--- config.mk ---
export PLATFORM = sky130hd
export DESIGN_NAME = issue_wb_arbiter
export DESIGN_NICKNAME = d
export VERILOG_FILES = /design/src/rtl/iwa_pkg.sv /design/src/rtl/iwa_slot_ring.sv /design/src/rtl/iwa_dest_timers.sv /design/src/rtl/iwa_div_busy.sv /design/src/rtl/issue_wb_arbiter.sv
export SDC_FILE = /design/constraint.sdc
export NUM_CORES = 1
export LEC_CHECK = 0
export ABC_CLOCK_PERIOD_IN_PS = 4300
export BUFFER_PORTS_ARGS = -buffer_cell sky130_fd_sc_hd__buf_2
export CAP_MARGIN = 5
export CORE_ASPECT_RATIO = 0.8
export CORE_UTILIZATION = 45
export DETAILED_ROUTE_END_ITERATION = 7
export GPL_ROUTABILITY_DRIVEN = 0
export HOLD_SLACK_MARGIN = 0.02
export PLACE_DENSITY = 0.62
export SYNTH_ARGS = -nofsm -noshare
export SYNTH_HDL_FRONTEND = slang
export SYNTH_SLANG_ARGS = --single-unit
--- constraint.sdc ---
create_clock -name clk -period 4.3 [get_ports clk]
set_clock_uncertainty 0.1 [all_clocks]
set_input_delay 0.645 -clock clk [delete_from_list [all_inputs] [get_ports clk]]
set_output_delay 0.645 -clock clk [all_outputs]
set_load 0.01 [all_outputs]
--- src/rtl/iwa_pkg.sv ---
package iwa_pkg;
  typedef enum logic [1:0] {
    U_INT = 2'd0,
    U_ADD = 2'd1,
    U_MUL = 2'd2,
    U_DIV = 2'd3
  } unit_e;
endpackage

--- src/rtl/iwa_slot_ring.sv ---
module iwa_slot_ring #(
  parameter int DEPTH = 26,
  parameter int LW    = 5,
  parameter int DW    = 5
) (
  input  logic          clk,
  input  logic          rst_n,
  input  logic          put,
  input  logic [LW-1:0] put_lat,
  input  logic [DW-1:0] put_dest,
  input  logic [LW-1:0] query_lat,
  output logic          conflict,
  output logic          wb_valid,
  output logic [DW-1:0] wb_dest
);
  logic [DEPTH-1:0] v_q, v_d;
  logic [DW-1:0]    dst_q [DEPTH];
  logic [DW-1:0]    dst_d [DEPTH];

  // slot i holds the writeback of cycle now+i; a new entry lands at lat after shift
  always_comb begin
    conflict = 1'b0;
    for (int i = 1; i < DEPTH; i++) begin
      if (v_q[i] && (query_lat == LW'(i - 1))) conflict = 1'b1;
    end
  end

  always_comb begin
    for (int i = 0; i < DEPTH - 1; i++) begin
      v_d[i]   = v_q[i+1];
      dst_d[i] = dst_q[i+1];
    end
    v_d[DEPTH-1]   = 1'b0;
    dst_d[DEPTH-1] = '0;
    if (put) begin
      for (int i = 0; i < DEPTH; i++) begin
        if (put_lat == LW'(i)) begin
          v_d[i]   = 1'b1;
          dst_d[i] = put_dest;
        end
      end
    end
  end

  always_ff @(posedge clk or negedge rst_n) begin
    if (!rst_n) begin
      v_q <= '0;
      for (int i = 0; i < DEPTH; i++) dst_q[i] <= '0;
    end else begin
      v_q <= v_d;
      for (int i = 0; i < DEPTH; i++) dst_q[i] <= dst_d[i];
    end
  end

  assign wb_valid = v_q[0];
  assign wb_dest  = dst_q[0];

  // a claimed slot one step from the head must reach writeback next cycle
  a_r4_slot_reaches_wb: assert property (@(posedge clk) disable iff (!rst_n)
    v_q[1] |=> wb_valid);
endmodule

--- src/rtl/iwa_dest_timers.sv ---
module iwa_dest_timers #(
  parameter int NREG = 32,
  parameter int TW   = 5,
  localparam int RW  = $clog2(NREG)
) (
  input  logic            clk,
  input  logic            rst_n,
  input  logic            set,
  input  logic [RW-1:0]   set_dest,
  input  logic [TW-1:0]   set_val,
  input  logic [RW-1:0]   query_dest,
  input  logic [TW-1:0]   query_min,
  output logic            waw,
  output logic [NREG-1:0] pending
);
  logic [TW-1:0] cnt_q [NREG];
  logic [TW-1:0] cnt_d [NREG];

  // count n means the latest write to that register lands n-1 cycles from now
  always_comb begin
    for (int k = 0; k < NREG; k++) begin
      cnt_d[k] = (cnt_q[k] != '0) ? cnt_q[k] - 1'b1 : '0;
      if (set && (set_dest == RW'(k))) cnt_d[k] = set_val;
    end
  end

  always_ff @(posedge clk or negedge rst_n) begin
    if (!rst_n) begin
      for (int k = 0; k < NREG; k++) cnt_q[k] <= '0;
    end else begin
      for (int k = 0; k < NREG; k++) cnt_q[k] <= cnt_d[k];
    end
  end

  assign waw = (cnt_q[query_dest] >= query_min);

  for (genvar g = 0; g < NREG; g++) begin : g_pend
    assign pending[g] = (cnt_q[g] != '0);
  end
endmodule

--- src/rtl/iwa_div_busy.sv ---
module iwa_div_busy #(
  parameter int LAT = 25,
  localparam int CW = $clog2(LAT + 1)
) (
  input  logic clk,
  input  logic rst_n,
  input  logic start,
  output logic busy
);
  logic [CW-1:0] cnt_q, cnt_d;

  always_comb begin
    cnt_d = cnt_q;
    if (cnt_q != '0) cnt_d = cnt_q - 1'b1;
    if (start)       cnt_d = CW'(LAT);
  end

  always_ff @(posedge clk or negedge rst_n) begin
    if (!rst_n) cnt_q <= '0;
    else        cnt_q <= cnt_d;
  end

  assign busy = (cnt_q != '0);

  // once running, the divider counts down one per cycle with no restart
  a_r6_div_countdown: assert property (@(posedge clk) disable iff (!rst_n)
    (cnt_q != '0) |=> (cnt_q == $past(cnt_q) - 1'b1));
endmodule

--- src/rtl/issue_wb_arbiter.sv ---
module issue_wb_arbiter
  import iwa_pkg::*;
#(
  parameter int NREG    = 32,
  parameter int LAT_INT = 0,
  parameter int LAT_ADD = 3,
  parameter int LAT_MUL = 7,
  parameter int LAT_DIV = 25,
  localparam int RW     = $clog2(NREG),
  localparam int TW     = $clog2(LAT_DIV + 3),
  localparam int DEPTH  = LAT_DIV + 1
) (
  input  logic          clk,
  input  logic          rst_n,
  input  logic          req_valid,
  input  logic [1:0]    req_unit,
  input  logic [RW-1:0] req_dest,
  output logic          issue,
  output logic          wb_valid,
  output logic [RW-1:0] wb_dest
);
  unit_e            unit;
  logic [TW-1:0]    lat;
  logic             slot_hit, waw_hit, div_busy, stall;
  logic [NREG-1:0]  pending;

  assign unit = unit_e'(req_unit);

  always_comb begin
    case (unit)
      U_INT:   lat = TW'(LAT_INT);
      U_ADD:   lat = TW'(LAT_ADD);
      U_MUL:   lat = TW'(LAT_MUL);
      default: lat = TW'(LAT_DIV);
    endcase
  end

  assign stall = slot_hit | waw_hit | (div_busy && (unit == U_DIV));
  assign issue = req_valid & ~stall;

  iwa_slot_ring #(.DEPTH(DEPTH), .LW(TW), .DW(RW)) u_ring (
    .clk(clk), .rst_n(rst_n),
    .put(issue), .put_lat(lat), .put_dest(req_dest),
    .query_lat(lat), .conflict(slot_hit),
    .wb_valid(wb_valid), .wb_dest(wb_dest)
  );

  iwa_dest_timers #(.NREG(NREG), .TW(TW)) u_timers (
    .clk(clk), .rst_n(rst_n),
    .set(issue), .set_dest(req_dest), .set_val(lat + TW'(1)),
    .query_dest(req_dest), .query_min(lat + TW'(2)),
    .waw(waw_hit), .pending(pending)
  );

  iwa_div_busy #(.LAT(LAT_DIV)) u_div (
    .clk(clk), .rst_n(rst_n),
    .start(issue && (unit == U_DIV)),
    .busy(div_busy)
  );

  // an integer operation reaches writeback in the very next cycle
  a_r3_int_next_cycle: assert property (@(posedge clk) disable iff (!rst_n)
    (issue && (unit == U_INT)) |=> (wb_valid && (wb_dest == $past(req_dest))));

  // the slot ring and the register timers agree on every writeback
  a_r5_wb_was_pending: assert property (@(posedge clk) disable iff (!rst_n)
    wb_valid |-> pending[wb_dest]);

  // nothing issues without a candidate
  a_r2_issue_needs_req: assert property (@(posedge clk) disable iff (!rst_n)
    issue |-> req_valid);
endmodule

After elaboration in Yosys (flattened, before gate mapping)
Index checks and enable logic that the tools add are counted.
{ "classes": {"n_bitwise": 5, "reduce_logical": 96, "addsub": 35, "n_eq_ne": 59, "order_cmp": 2, "n_mux": 149} }
{ "ops": {"columns": ["cell", "count"], "rows": [
  ["two-way mux 5 bit", 94],
  ["nonzero test 5 bit", 33],
  ["subtractor 5 x 1 -> 5 bit, second input constant", 33],
  ["equality test 5 bit, second input constant", 26],
  ["two-way mux 130 bit", 1],
  ["equality test 5 x 4 -> 1 bit, second input constant", 16],
  ["logical AND 1 bit", 59],
  ["two-way mux 1 bit", 51],
  ["equality test 5 x 3 -> 1 bit, second input constant", 8],
  ["two-way mux 26 bit", 1],
  ["binary-select mux 5 bit (select 5 bit)", 1],
  ["equality test 5 x 2 -> 1 bit, second input constant", 4],
  ["one-hot mux 5 bit (3 select lines)", 1],
  ["equality test 5 x 1 -> 1 bit, second input constant", 2],
  ["logical NOT 5 bit", 2],
  [">= comparator 6 bit, second input constant", 1],
  ["NOT 5 -> 6 bit", 1],
  ["adder 5 x 1 -> 5 bit, second input constant", 1],
  ["adder 5 x 2 -> 5 bit, second input constant", 1],
  [">= comparator 5 bit", 1],
  ["equality test 2 bit, second input constant", 2],
  ["equality test 2 x 1 -> 1 bit, second input constant", 1],
  ["logical NOT 2 bit", 1],
  ["OR 1 bit", 2],
  ["other kinds (3)", 3]
]} }
{ "word_totals": {"output_inout_bits": 7, "register_bits": 321, "elab_cells": 406, "in_bits": 10} }

Logic depth before layout (Yosys ltp)
Gate-level depths: netlist (run 1).
{ "depth": {"word_depth": 35, "mapped_depth": 15, "mapped_depth_nobuf": 12} }

Cells and area by module
Synthesis (run 1) repeated with hierarchy kept, for this count alone.
{ "unflattened": {"cells_unflattened": 1453, "area_unflattened_um2": 15706.3} }
{ "modules_own_cells": {"columns": ["mod", "n_inst", "area_per_inst_um2", "cells_each", "seq_area_each_um2"], "rows": [
  ["iwa_dest_timers", 1, 9156.3, 999, 4003.8],
  ["iwa_slot_ring", 1, 6187.2, 418, 3903.7],
  ["iwa_div_busy", 1, 262.8, 24, 125.1],
  ["issue_wb_arbiter", 1, 100.1, 12, 0.0]
]} }

Worst setup path after synthesis (run 1)
No wires, ideal clock.
{ "synth_timing": {"path_type": "in2reg", "start": "input port req_dest[0]", "end": "register u_timers.cnt_q[12] in the netlist's numbering", "t_required_ns": 4.075, "arrival_ns": 4.147, "n_path_buf": 4, "setup_ns": 0.125, "slack_ns": -0.072, "stages": 15, "cell_sequence": "buf_2 buf_2 buf_2 mux4_2 mux2i_1 a22oi_1 o21ai_0 ha_1 nor3b_1 o21ai_0 o211a_1 nor4_4 and2_0 clkbuf_2 mux2_2"} }
{ "synth_rtl": {"columns": ["item", "line_no", "source"], "rows": [
  ["start, declared", "issue_wb_arbiter.sv:17", "input logic [RW-1:0] req_dest,"],
  ["end, declared", "iwa_dest_timers.sv:16", "logic [TW-1:0] cnt_q [NREG];"]
]} }

Final worst setup path (run 1)
{ "layout_timing": {"start": "input port req_dest[0]", "end": "output port issue"} }
{ "layout_via": {"elab_chain_len": 9} }
{ "layout_lines": {"columns": ["item", "line_no", "source"], "rows": [
  ["NOT 5 -> 6 bit (implied by the code)", "iwa_dest_timers.sv:35", "assign waw = (cnt_q[query_dest] >= query_min);"],
  ["binary-select mux 5 bit (select 5 bit)", "iwa_dest_timers.sv:35", null],
  ["two-way mux 5 bit (implied by the code) (2 in series)", "iwa_dest_timers.sv:35", null],
  [">= comparator 5 bit", "iwa_dest_timers.sv:35", null],
  ["OR 1 bit (2 in series)", "issue_wb_arbiter.sv:38", "assign stall = slot_hit | waw_hit | (div_busy && (unit == U_DIV));"],
  ["NOT 1 bit", "issue_wb_arbiter.sv:39", "assign issue = req_valid & ~stall;"],
  ["bitwise AND 1 bit", "issue_wb_arbiter.sv:39", null],
  ["end, declared", "issue_wb_arbiter.sv:18", "output logic issue,"]
]} }
No other way between the ends. The select of a mux whose other input is x is not followed.

==> results of run 1 <==
state kept, by name (all words and copies together), names as in the netlist:
signal          count
u_div.cnt_q         5
u_ring.dst_q      125
u_ring.v_q         26
u_ring.wb_dest      5
u_timers.cnt_q    160
what timing repair did:
item                       in CTS  in global routing
hold buffers                    0                  0
hold endpoints to repair        0                  0
gates resized for setup         0                  4
setup endpoints to repair       0                  1
synth_stat cells, drive strengths merged (2+ instances only):
| master | count |
|---|---|
| mux4 | 45 |
| nor2 | 94 |
| dfrtp | 321 |
| nand4 | 2 |
| nor3b | 2 |
| nor3 | 68 |
| mux2 | 118 |
| a22oi | 7 |
| o21a | 4 |
| o31ai | 18 |
| nand2b | 70 |
| nor2b | 29 |
| nand2 | 41 |
| nand3 | 25 |
| nor4 | 4 |
| and2 | 17 |
| or3 | 32 |
| o21ai | 76 |
| a21oi | 37 |
| inv | 80 |
| mux2i | 66 |
| ha | 46 |
| buf | 15 |
| clkbuf | 33 |
worst max path at each step:
stage	to	slack (ps)	startpoint
2_1_floorplan	u_timers.cnt_q[12]$_DFF_PN0_	10	req_dest[1]
3_3_place_gp	u_timers.cnt_q[5]$_DFF_PN0_	-90	req_dest[0]
3_5_place_dp	u_timers.cnt_q[12]$_DFF_PN0_	-90	req_dest[0]
4_1_cts	issue	40	req_dest[0]
5_1_grt	issue	2	req_dest[0]
6_report	issue	100	req_dest[0]
layer usage:
metal | track usage | up-vias | wire length (um)
met1 | 0.311 | 4893 | 16600
met2 | 0.304 | 193 | 15100
met3 | 0.0336 | 51 | 1420
li1 | - | 4566 | -
met4 | 0.0543 | 0 | 619
met5 | 0 | - | 0
cells by family after synthesis:
kind of cell,Yosys count
DFF,321
AOI/OAI and AO/OA,147
xor gates and xnor gates,2
adders and majority gates,46
and+or+nand+nor,388
buffers and inverters,128
muxes,229
power by group through the flow:
stage | combinational, mW | clock (mW) | sequential [mW]
6_report | 3.40 | 2.89 | 4.58
5_1_grt | 3.86 | 3.07 | 4.69
4_1_cts | 3.39 | 2.96 | 4.56
3_5_place_dp | 3.37 | 0 | 4.61
3_3_place_gp | 3.26 | 0 | 4.60
2_1_floorplan | 2.74 | 0 | 4.30
per-stage QoR:
step | setup TNS [ps] | instances | util
2_1_floorplan | 0 | 1261 | -
3_3_place_gp | -2550 | 1714 | 0.490
3_5_place_dp | -2890 | 1714 | 0.490
4_1_cts | 0 | 1773 | 0.523
5_1_grt | 0 | 1775 | 0.526
6_report | 0 | 1775 | 0.526
worst max-delay path: cells and delay by family:
kind,cells,cell delay [ps]
muxes,2,1020
buffers and inverters,3,540
AOI/OAI and AO/OA,3,520
and+or+nand+nor,2,450
adders and majority gates,1,260
cell type report:
class	count	area, sq um
fillers	2781	15500
flip-flops and latches	321	8030
multi-input cells	812	6540
clock buffers	49	978
repair buffers	76	696
well taps	427	534
inverters	80	300
clock inverters	10	109
==> impl_table.tex, run 1 <==
\begin{tabular}{lr}
\hline
Metric & Value \\
\hline
\multicolumn{2}{l}{\textbf{Route}} \\
Remaining routing DRC violations & 0 \\
Total number of vias & 9,703 \\
DRC marker count from the first detailed-route iteration & $\sim$750 \\
Number of search-and-repair iterations in the first detailed-routing pass & 5 \\
Detail Route Antenna Nets & 0 \\
Post-detailed-route via-to-cell ratio & 5.47 \\
Drt wl/cell & 19.0 um \\
DRT Wirelength & roughly 34,000 um \\
\multicolumn{2}{l}{\textbf{Placement}} \\
Placed wire-length estimate after detailed placement & approximately 22,000 um \\
Post-placement cell area & between 15,000 and 20,000 sq um \\
Worst setup timing slack at the placement stage & -93.5 ps \\
Port Buffers & 16 \\
\multicolumn{2}{l}{\textbf{Pwr}} \\
Maximum ir drop on the vdd rail & 0.000268 V \\
P\_sw & about 3.5 mW \\
Static Leakage & approximately 8.2 nW \\
Switching Share & 0.324 \\
Combinational share of power & 0.313 \\
Internal portion of total power & between 7 and 8 mW \\
Proportion of power drawn by the clock network & 0.266 \\
Portion of total power attributed to sequential cells & 0.422 \\
Total power consumption of the routed design & 10.9 mW \\
Areal power density over the cells & roughly 630 nW/um\^{}2 \\
\multicolumn{2}{l}{\textbf{STA}} \\
Setup-failing EPs final & 0 \\
Minimum clock period after layout & 4200 ps \\
Max transition margin & 0.436 \\
Final number of hold-violating endpoints & 0 \\
Final worst-path cycle share & 0.976 \\
Max Slew Vio Count & 0 \\
Final setup slack of the worst path & 103 ps \\
Peak Freq & 0.238 GHz \\
Worst-Margin Slew & 846 ps \\
Unrepaired setup endpoints after global routing & no \\
Worst Hold Slack & 84.4 ps \\
\multicolumn{2}{l}{\textbf{Finish}} \\
Antenna fix cells & 0 \\
Share of layout cells above drive strength 1 & 0.232 \\
Most frequent standard cell in the layout excluding fill and tap cells & sky130\_fd\_sc\_hd\_\_dfrtp\_1 \\
Fin nets & between 1,000 and 1,500 \\
Leading cell types in the layout, fill and taps excluded & sky130\_fd\_sc\_hd\_\_dfrtp\_1 (321), sky130\_fd\_sc\_hd\_\_mux2\_2 (118), sky130\_fd\_sc\_hd\_\_nor2\_1 (94), sky130\_fd\_sc\_hd\_\_inv\_1 (80), sky130\_fd\_sc\_hd\_\_o21ai\_0 (76) \\
Finished Cell Area & 17,200 sq um \\
Layout overhead on the synthesized area & 14.1\% \\
\multicolumn{2}{l}{\textbf{Clock tree}} \\
Post-CTS setup buffer count & 0 \\
Num Clock Sinks & 321 \\
Clock H-tree levels & 2 \\
Clock-pin slew of the registers on the worst-case setup and hold paths & 60 ps \\
CTS Buf Count & 34 \\
CTS tree & yes \\
Clock buffer depth & 3 \\
Root Buffer Master & sky130\_fd\_sc\_hd\_\_clkbuf\_16 \\
Latest clock arrival within the worst-skew pair & 530 ps \\
\multicolumn{2}{l}{\textbf{Yosys}} \\
Share of flip-flops with an asynchronous set or reset & 1.00 \\
Total nets after synthesis & 1,317 \\
Dominant cells by area after synthesis & sky130\_fd\_sc\_hd\_\_dfrtp\_1 (53\%), sky130\_fd\_sc\_hd\_\_mux2\_2 (8.8\%), sky130\_fd\_sc\_hd\_\_mux4\_2 (6.7\%) \\
Synthesized flop and latch total & about 320 \\
Post-synth EDFFs & 0 \\
Post-synthesis sequential area ratio & 0.533 \\
Simple-gate portion of the synthesized area & 0.138 \\
Gate Count Post-Synth & about 1,300 \\
Total standard cell area after synthesis & 15,100 sq um \\
Area share of fa/ha/maj cells after synthesis & 0.0382 \\
Xor and xnor fraction of the mapped netlist area & 0.00116 \\
Compound-gate portion of the synthesized area & 0.0554 \\
Library cell with the largest summed area after synthesis & sky130\_fd\_sc\_hd\_\_dfrtp\_1 \\
Synth unique cells & 42 \\
Syn avg cell area & 11.9 sq um \\
Proportion of synthesized area in mux cells & 0.199 \\
Most used flip-flop cell after synthesis & sky130\_fd\_sc\_hd\_\_dfrtp\_1 \\
Yosys top cell area share & 0.533 \\
Main combinational cell family by area after synthesis & multiplexers \\
Yosys Warn Count & 0 \\
\multicolumn{2}{l}{\textbf{GRT}} \\
Largest net degree at the start of global routing & roughly 120 \\
Total global-route track usage & 0.205 \\
Initial antenna violation count & 0 \\
Remaining Overflow, GRT & 0 \\
Via count of the first global-routing pass & 9,602 \\
Global-route wire length before repair & 54,100 um \\
\multicolumn{2}{l}{\textbf{Critical path}} \\
Crit-path slowest cell & sky130\_fd\_sc\_hd\_\_mux4\_2 \\
Beginning of the worst register-to-register path & u\_timers.cnt\_q[60]\$\_DFF\_PN0\_ \\
Endpoint kind of the worst setup timing path & output port \\
CP peak stage delay & 510 ps \\
Max FO, Critical Path & 11 \\
Reg2Reg Setup Slack & 580 ps \\
Critical path class & primary input to output port \\
Startpoint class of the critical path & primary input \\
Depth of the worst register-to-register path & 11 \\
Critical Path AT & 3450 ps \\
Required time of the critical path & between 3000 and 4000 ps \\
Critical path cell sequence & buf\_2 > buf\_12 > mux4\_2 > mux4\_2 > o21ai\_0 > ha\_1 > nor3b\_1 > o21ai\_0 > o211a\_2 > nor3\_4 > buf\_2 \\
RR Endpoint & u\_timers.cnt\_q[6]\$\_DFF\_PN0\_ \\
\multicolumn{2}{l}{\textbf{Status}} \\
Outcome & completed \\
\multicolumn{2}{l}{\textbf{Floorplanning}} \\
Die X-Extent & $\sim$210 um \\
Vertical die dimension & 166 um \\
Num ports & 17 \\
Standard-cell row count & 59 \\
Initial cell density of the core & 0.461 \\
Standard cell core area & 32,700 sq um \\
Die area & around 34,000 sq um \\
\multicolumn{2}{l}{\textbf{Flow run}} \\
Max-cap viol count & 0 \\
\multicolumn{2}{l}{\textbf{Min path}} \\
Worst min-delay path class & primary input to asynchronous set/reset pin \\
\hline
\end{tabular}
Note: power is estimated with default switching activity, not from simulation.
==> run 2: changes to the inputs <==
Settings changed: SYNTH_HIERARCHICAL set to 1.
==> run 2 against run 1 <==
Highest routed layer unchanged. Final area rose by 8.7%. Sequential share of layout area fell by 3.7 points. Synthesized cell count rose by 15%. Non-clock buffer count rose by 89. Critical endpoint unchanged. Synthesized area rose by 4.2%. Sequential cell count did not move. Combinational power fell by 6.2%. Hold slack improved by 280 ps. Register-to-register slack got worse by 390 ps. Critical path depth rose by 4. Utilization rose by 2.4 points.
==> impl_table.tex, run 2 <==
\begin{tabular}{lr}
\hline
Metric & Value \\
\hline
\multicolumn{2}{l}{\textbf{Status}} \\
Outcome & completed (unchanged) \\
\multicolumn{2}{l}{\textbf{Yosys}} \\
Yosys top cell area share & 0.511 (was 0.533) \\
Total nets after synthesis & 1,505 (was 1,317) \\
Library cell with the largest summed area after synthesis & sky130\_fd\_sc\_hd\_\_dfrtp\_1 (unchanged) \\
Share of flip-flops with an asynchronous set or reset & 1.00 (unchanged) \\
Yosys Warn Count & 6 (was 0) \\
Syn avg cell area & 10.8 sq um (was 11.9 sq um) \\
Most used flip-flop cell after synthesis & sky130\_fd\_sc\_hd\_\_dfrtp\_1 (unchanged) \\
Most numerous cell types in the synthesized netlist & sky130\_fd\_sc\_hd\_\_dfrtp\_1 (321), sky130\_fd\_sc\_hd\_\_nand2\_1 (244), sky130\_fd\_sc\_hd\_\_o21ai\_0 (198) (was sky130\_fd\_sc\_hd\_\_dfrtp\_1 (321), sky130\_fd\_sc\_hd\_\_mux2\_2 (118), sky130\_fd\_sc\_hd\_\_nor2\_1 (94)) \\
Synthesized flop and latch total & 321 (unchanged) \\
Post-synthesis sequential area ratio & 0.511 (was 0.533) \\
Dominant cells by area after synthesis & sky130\_fd\_sc\_hd\_\_dfrtp\_1 (51\%), sky130\_fd\_sc\_hd\_\_mux2\_2 (9.0\%), sky130\_fd\_sc\_hd\_\_o21ai\_0 (6.3\%) (was sky130\_fd\_sc\_hd\_\_dfrtp\_1 (53\%), sky130\_fd\_sc\_hd\_\_mux2\_2 (8.8\%), sky130\_fd\_sc\_hd\_\_mux4\_2 (6.7\%)) \\
Gate Count Post-Synth & 1,453 (was 1,261) \\
Synth unique cells & 51 (was 42) \\
Total standard cell area after synthesis & 15,700 sq um (was 15,100 sq um) \\
Post-synth EDFFs & 0 (unchanged) \\
Most frequent cell after synthesis & sky130\_fd\_sc\_hd\_\_dfrtp\_1 (unchanged) \\
\multicolumn{2}{l}{\textbf{STA}} \\
Setup-failing EPs final & 0 (unchanged) \\
Max Slew Vio Count & 0 (unchanged) \\
Unrepaired setup endpoints after global routing & yes (was no) \\
Minimum clock period after layout & 4280 ps (was 4200 ps) \\
Peak Freq & 0.233 GHz (was 0.238 GHz) \\
Max transition margin & 0.397 (was 0.436) \\
Final worst-path cycle share & 0.996 (was 0.976) \\
Final number of hold-violating endpoints & 0 (unchanged) \\
Setup TNS after final layout & 0 ps (unchanged) \\
Worst-Margin Slew & 904 ps (was 846 ps) \\
\multicolumn{2}{l}{\textbf{Clock tree}} \\
Clock buffer depth & 3 (unchanged) \\
Latest clock arrival within the worst-skew pair & 530 ps (about the same) \\
Num Clock Sinks & 321 (unchanged) \\
Clock-pin slew of the registers on the worst-case setup and hold paths & 60 ps (about the same) \\
Clock H-tree levels & 2 (unchanged) \\
CTS Buf Count & 36 (was 34) \\
CTS tree & yes (unchanged) \\
Root Buffer Master & sky130\_fd\_sc\_hd\_\_clkbuf\_16 (unchanged) \\
\multicolumn{2}{l}{\textbf{Placement}} \\
Placed wire-length estimate after detailed placement & 25,200 um (was 22,300 um) \\
Port Buffers & 16 (unchanged) \\
Placed Cells incl. Taps & 2,016 (was 1,714) \\
\multicolumn{2}{l}{\textbf{Finish}} \\
Leading cell types in the layout, fill and taps excluded & sky130\_fd\_sc\_hd\_\_dfrtp\_1 (321), sky130\_fd\_sc\_hd\_\_nand2\_1 (232), sky130\_fd\_sc\_hd\_\_o21ai\_0 (187), sky130\_fd\_sc\_hd\_\_buf\_4 (139), sky130\_fd\_sc\_hd\_\_mux2\_2 (117) (was sky130\_fd\_sc\_hd\_\_dfrtp\_1 (321), sky130\_fd\_sc\_hd\_\_mux2\_2 (118), sky130\_fd\_sc\_hd\_\_nor2\_1 (94), sky130\_fd\_sc\_hd\_\_inv\_1 (80), sky130\_fd\_sc\_hd\_\_o21ai\_0 (76)) \\
Fin nets & 1,652 (was 1,381) \\
Fin util & 0.549 (was 0.526) \\
Number of non-filler instances in the completed layout & 2,092 (was 1,775) \\
Layout overhead on the synthesized area & 18.9\% (was 14.1\%) \\
Antenna fix cells & 0 (unchanged) \\
Largest registers & u\_timers/cnt\_q: 160 flops, u\_ring/dst\_q: 125 flops, u\_ring/v\_q: 26 flops (was u\_timers.cnt\_q: 160 flops, u\_ring.dst\_q: 125 flops, u\_ring.v\_q: 26 flops) \\
Largest Register & u\_timers/cnt\_q (was u\_timers.cnt\_q) \\
Share of layout cells above drive strength 1 & 0.280 (was 0.232) \\
Number of flip-flops in the largest register & 160 (unchanged) \\
Most frequent standard cell in the layout excluding fill and tap cells & sky130\_fd\_sc\_hd\_\_dfrtp\_1 (unchanged) \\
\multicolumn{2}{l}{\textbf{Critical path}} \\
Required time of the critical path & 3560 ps (about the same) \\
Critical path class & primary input to output port (unchanged) \\
Critical Path AT & 3540 ps (was 3450 ps) \\
Startpoint class of the critical path & primary input (unchanged) \\
Max FO, Critical Path & 8 (was 11) \\
Endpoint kind of the worst setup timing path & output port (unchanged) \\
\multicolumn{2}{l}{\textbf{GRT}} \\
Global-route wire length before repair & 61,900 um (was 54,100 um) \\
Total global-route track usage & 0.222 (was 0.205) \\
Via count of the first global-routing pass & 11,300 (was 9,602) \\
Largest net degree at the start of global routing & 113 (was 115) \\
Initial antenna violation count & 0 (unchanged) \\
Remaining Overflow, GRT & 0 (unchanged) \\
\multicolumn{2}{l}{\textbf{Pwr}} \\
Portion of total power attributed to sequential cells & 0.425 (was 0.422) \\
Switching Share & 0.326 (was 0.324) \\
Static Leakage & 8.62 nW (was 8.24 nW) \\
Internal portion of total power & 7.30 mW (was 7.34 mW) \\
Combinational share of power & 0.295 (was 0.313) \\
Maximum ir drop on the vdd rail & 0.000308 V (was 0.000268 V) \\
Proportion of power drawn by the clock network & 0.281 (was 0.266) \\
P\_sw & 3.52 mW (about the same) \\
Areal power density over the cells & 579 nW/um\^{}2 (was 632 nW/um\^{}2) \\
\multicolumn{2}{l}{\textbf{Route}} \\
DRC marker count from the first detailed-route iteration & 931 (was 747) \\
Routed metal-1 wirelength & 18,400 um (was 16,600 um) \\
Post-detailed-route via-to-cell ratio & 5.34 (was 5.47) \\
Total number of vias & 11,200 (was 9,703) \\
Detail Route Antenna Nets & 0 (unchanged) \\
Drt wl/cell & 18.2 um (was 19.0 um) \\
Top sig layer & met4 (unchanged) \\
Met3 WL & 2360 um (was 1420 um) \\
Number of search-and-repair iterations in the first detailed-routing pass & 5 (unchanged) \\
DRT Wirelength & 38,000 um (was 33,800 um) \\
Remaining routing DRC violations & 0 (unchanged) \\
Wire length on met2 & 16,500 um (was 15,100 um) \\
\multicolumn{2}{l}{\textbf{Flow run}} \\
Max-cap viol count & 0 (unchanged) \\
\multicolumn{2}{l}{\textbf{Floorplanning}} \\
Num ports & 17 (unchanged) \\
Initial cell density of the core & 0.462 (was 0.461) \\
Standard-cell row count & 60 (was 59) \\
Die X-Extent & 211 um (was 207 um) \\
Vertical die dimension & 169 um (was 166 um) \\
Die area & 35,700 sq um (was 34,200 sq um) \\
Standard cell core area & 34,000 sq um (was 32,700 sq um) \\
\multicolumn{2}{l}{\textbf{Min path}} \\
Worst min-delay path class & register to register (was primary input to asynchronous set/reset pin) \\
\hline
\end{tabular}
-- run 2: kinds of logic (layout without fill, tap and decap cells) --
family                     count (synthesis)  in the layout  share of synthesized area
xor gates and xnor gates                  66             66                     0.0368
buffers and inverters                    132            306                     0.0363
AOI/OAI and AO/OA                        234            234                     0.0784
muxes                                    173            173                      0.157
and+or+nand+nor                          485            485                      0.147
adders and majority gates                 42             42                     0.0335
DFF                                      321            321                      0.511
-- run 2: worst paths after layout --
check	start	to	slack, ps	depth (start not counted)
max	req_dest[2]	issue	20	15
min	u_ring/v_q[21]$_DFF_PN0_	u_ring/v_q[20]$_DFF_PN0_	360	1
max reg2reg	u_timers/cnt_q[10]$_DFF_PN0_	u_ring/dst_q[74]$_DFF_PN0_	190	17
min reg2reg	u_ring/v_q[21]$_DFF_PN0_	u_ring/v_q[20]$_DFF_PN0_	360	1
max in group asynchronous	rst_n	u_ring/dst_q[43]$_DFF_PN0_	2580	3
min in group asynchronous	rst_n	u_timers/cnt_q[139]$_DFF_PN0_	500	2
-- run 2: power by group through the flow --
stage	Combinational, mW	Clock, mW	Sequential, mW
floorplan	2.32	0	4.32
global placement	2.97	0	4.60
detailed placement	3.08	0	4.61
CTS	3.11	3.12	4.57
global route	3.61	3.25	4.69
finish	3.19	3.04	4.59
-- run 2: layout make-up --
type                       count  area [sq um]
tap                          465           582
sequential                   321          8030
timing repair buffer         165          1320
clock inverter                10          85.1
multi-input combinational   1000          7290
clock buffer                  55          1080
fill                        2894         15300
inverter                      76           285
-- run 2: per-layer routing --
layer  vias up  global-route usage
li1       5291                   -
met1      5537               0.328
met2       291               0.331
met3        57              0.0434
met4         0              0.0643
met5         -                   0
-- run 2: through the flow --
stage               instance area [sq um]  power [mW]  hold WS (ps)  worst slack, ps
floorplan                           15800        6.64           249            -67.6
global placement                    17300        7.58           340             -562
detailed placement                  17300        7.68           349             -579
CTS                                 18500        10.8           363             25.7
global route                        18700        11.5           380             -150
finish                              18700        10.8           365             17.3
-- run 2: what timing repair did --
action | 4_1_cts | 5_1_grt
pin swaps | 0 | 8
gates cloned | 0 | 0
endpoints found under the setup margin | 5 | 107
endpoints found under the hold margin | 38 | 0
buffers inserted | 1 | 10
hold buffers | 1 | 0
resized for setup | 6 | 42
-- run 2: worst max-delay path: stages --
cell	delay, ps
sky130_fd_sc_hd__buf_4	190
sky130_fd_sc_hd__buf_12	160
sky130_fd_sc_hd__clkbuf_4	210
sky130_fd_sc_hd__buf_4	130
sky130_fd_sc_hd__mux4_2	510
sky130_fd_sc_hd__o22ai_2	190
sky130_fd_sc_hd__nor4_2	70
sky130_fd_sc_hd__ha_1	270
sky130_fd_sc_hd__nor2b_1	130
sky130_fd_sc_hd__o21ai_1	120
sky130_fd_sc_hd__a21oi_1	80
sky130_fd_sc_hd__or3b_4	410
sky130_fd_sc_hd__a21oi_4	170
sky130_fd_sc_hd__buf_6	130
sky130_fd_sc_hd__buf_6	100
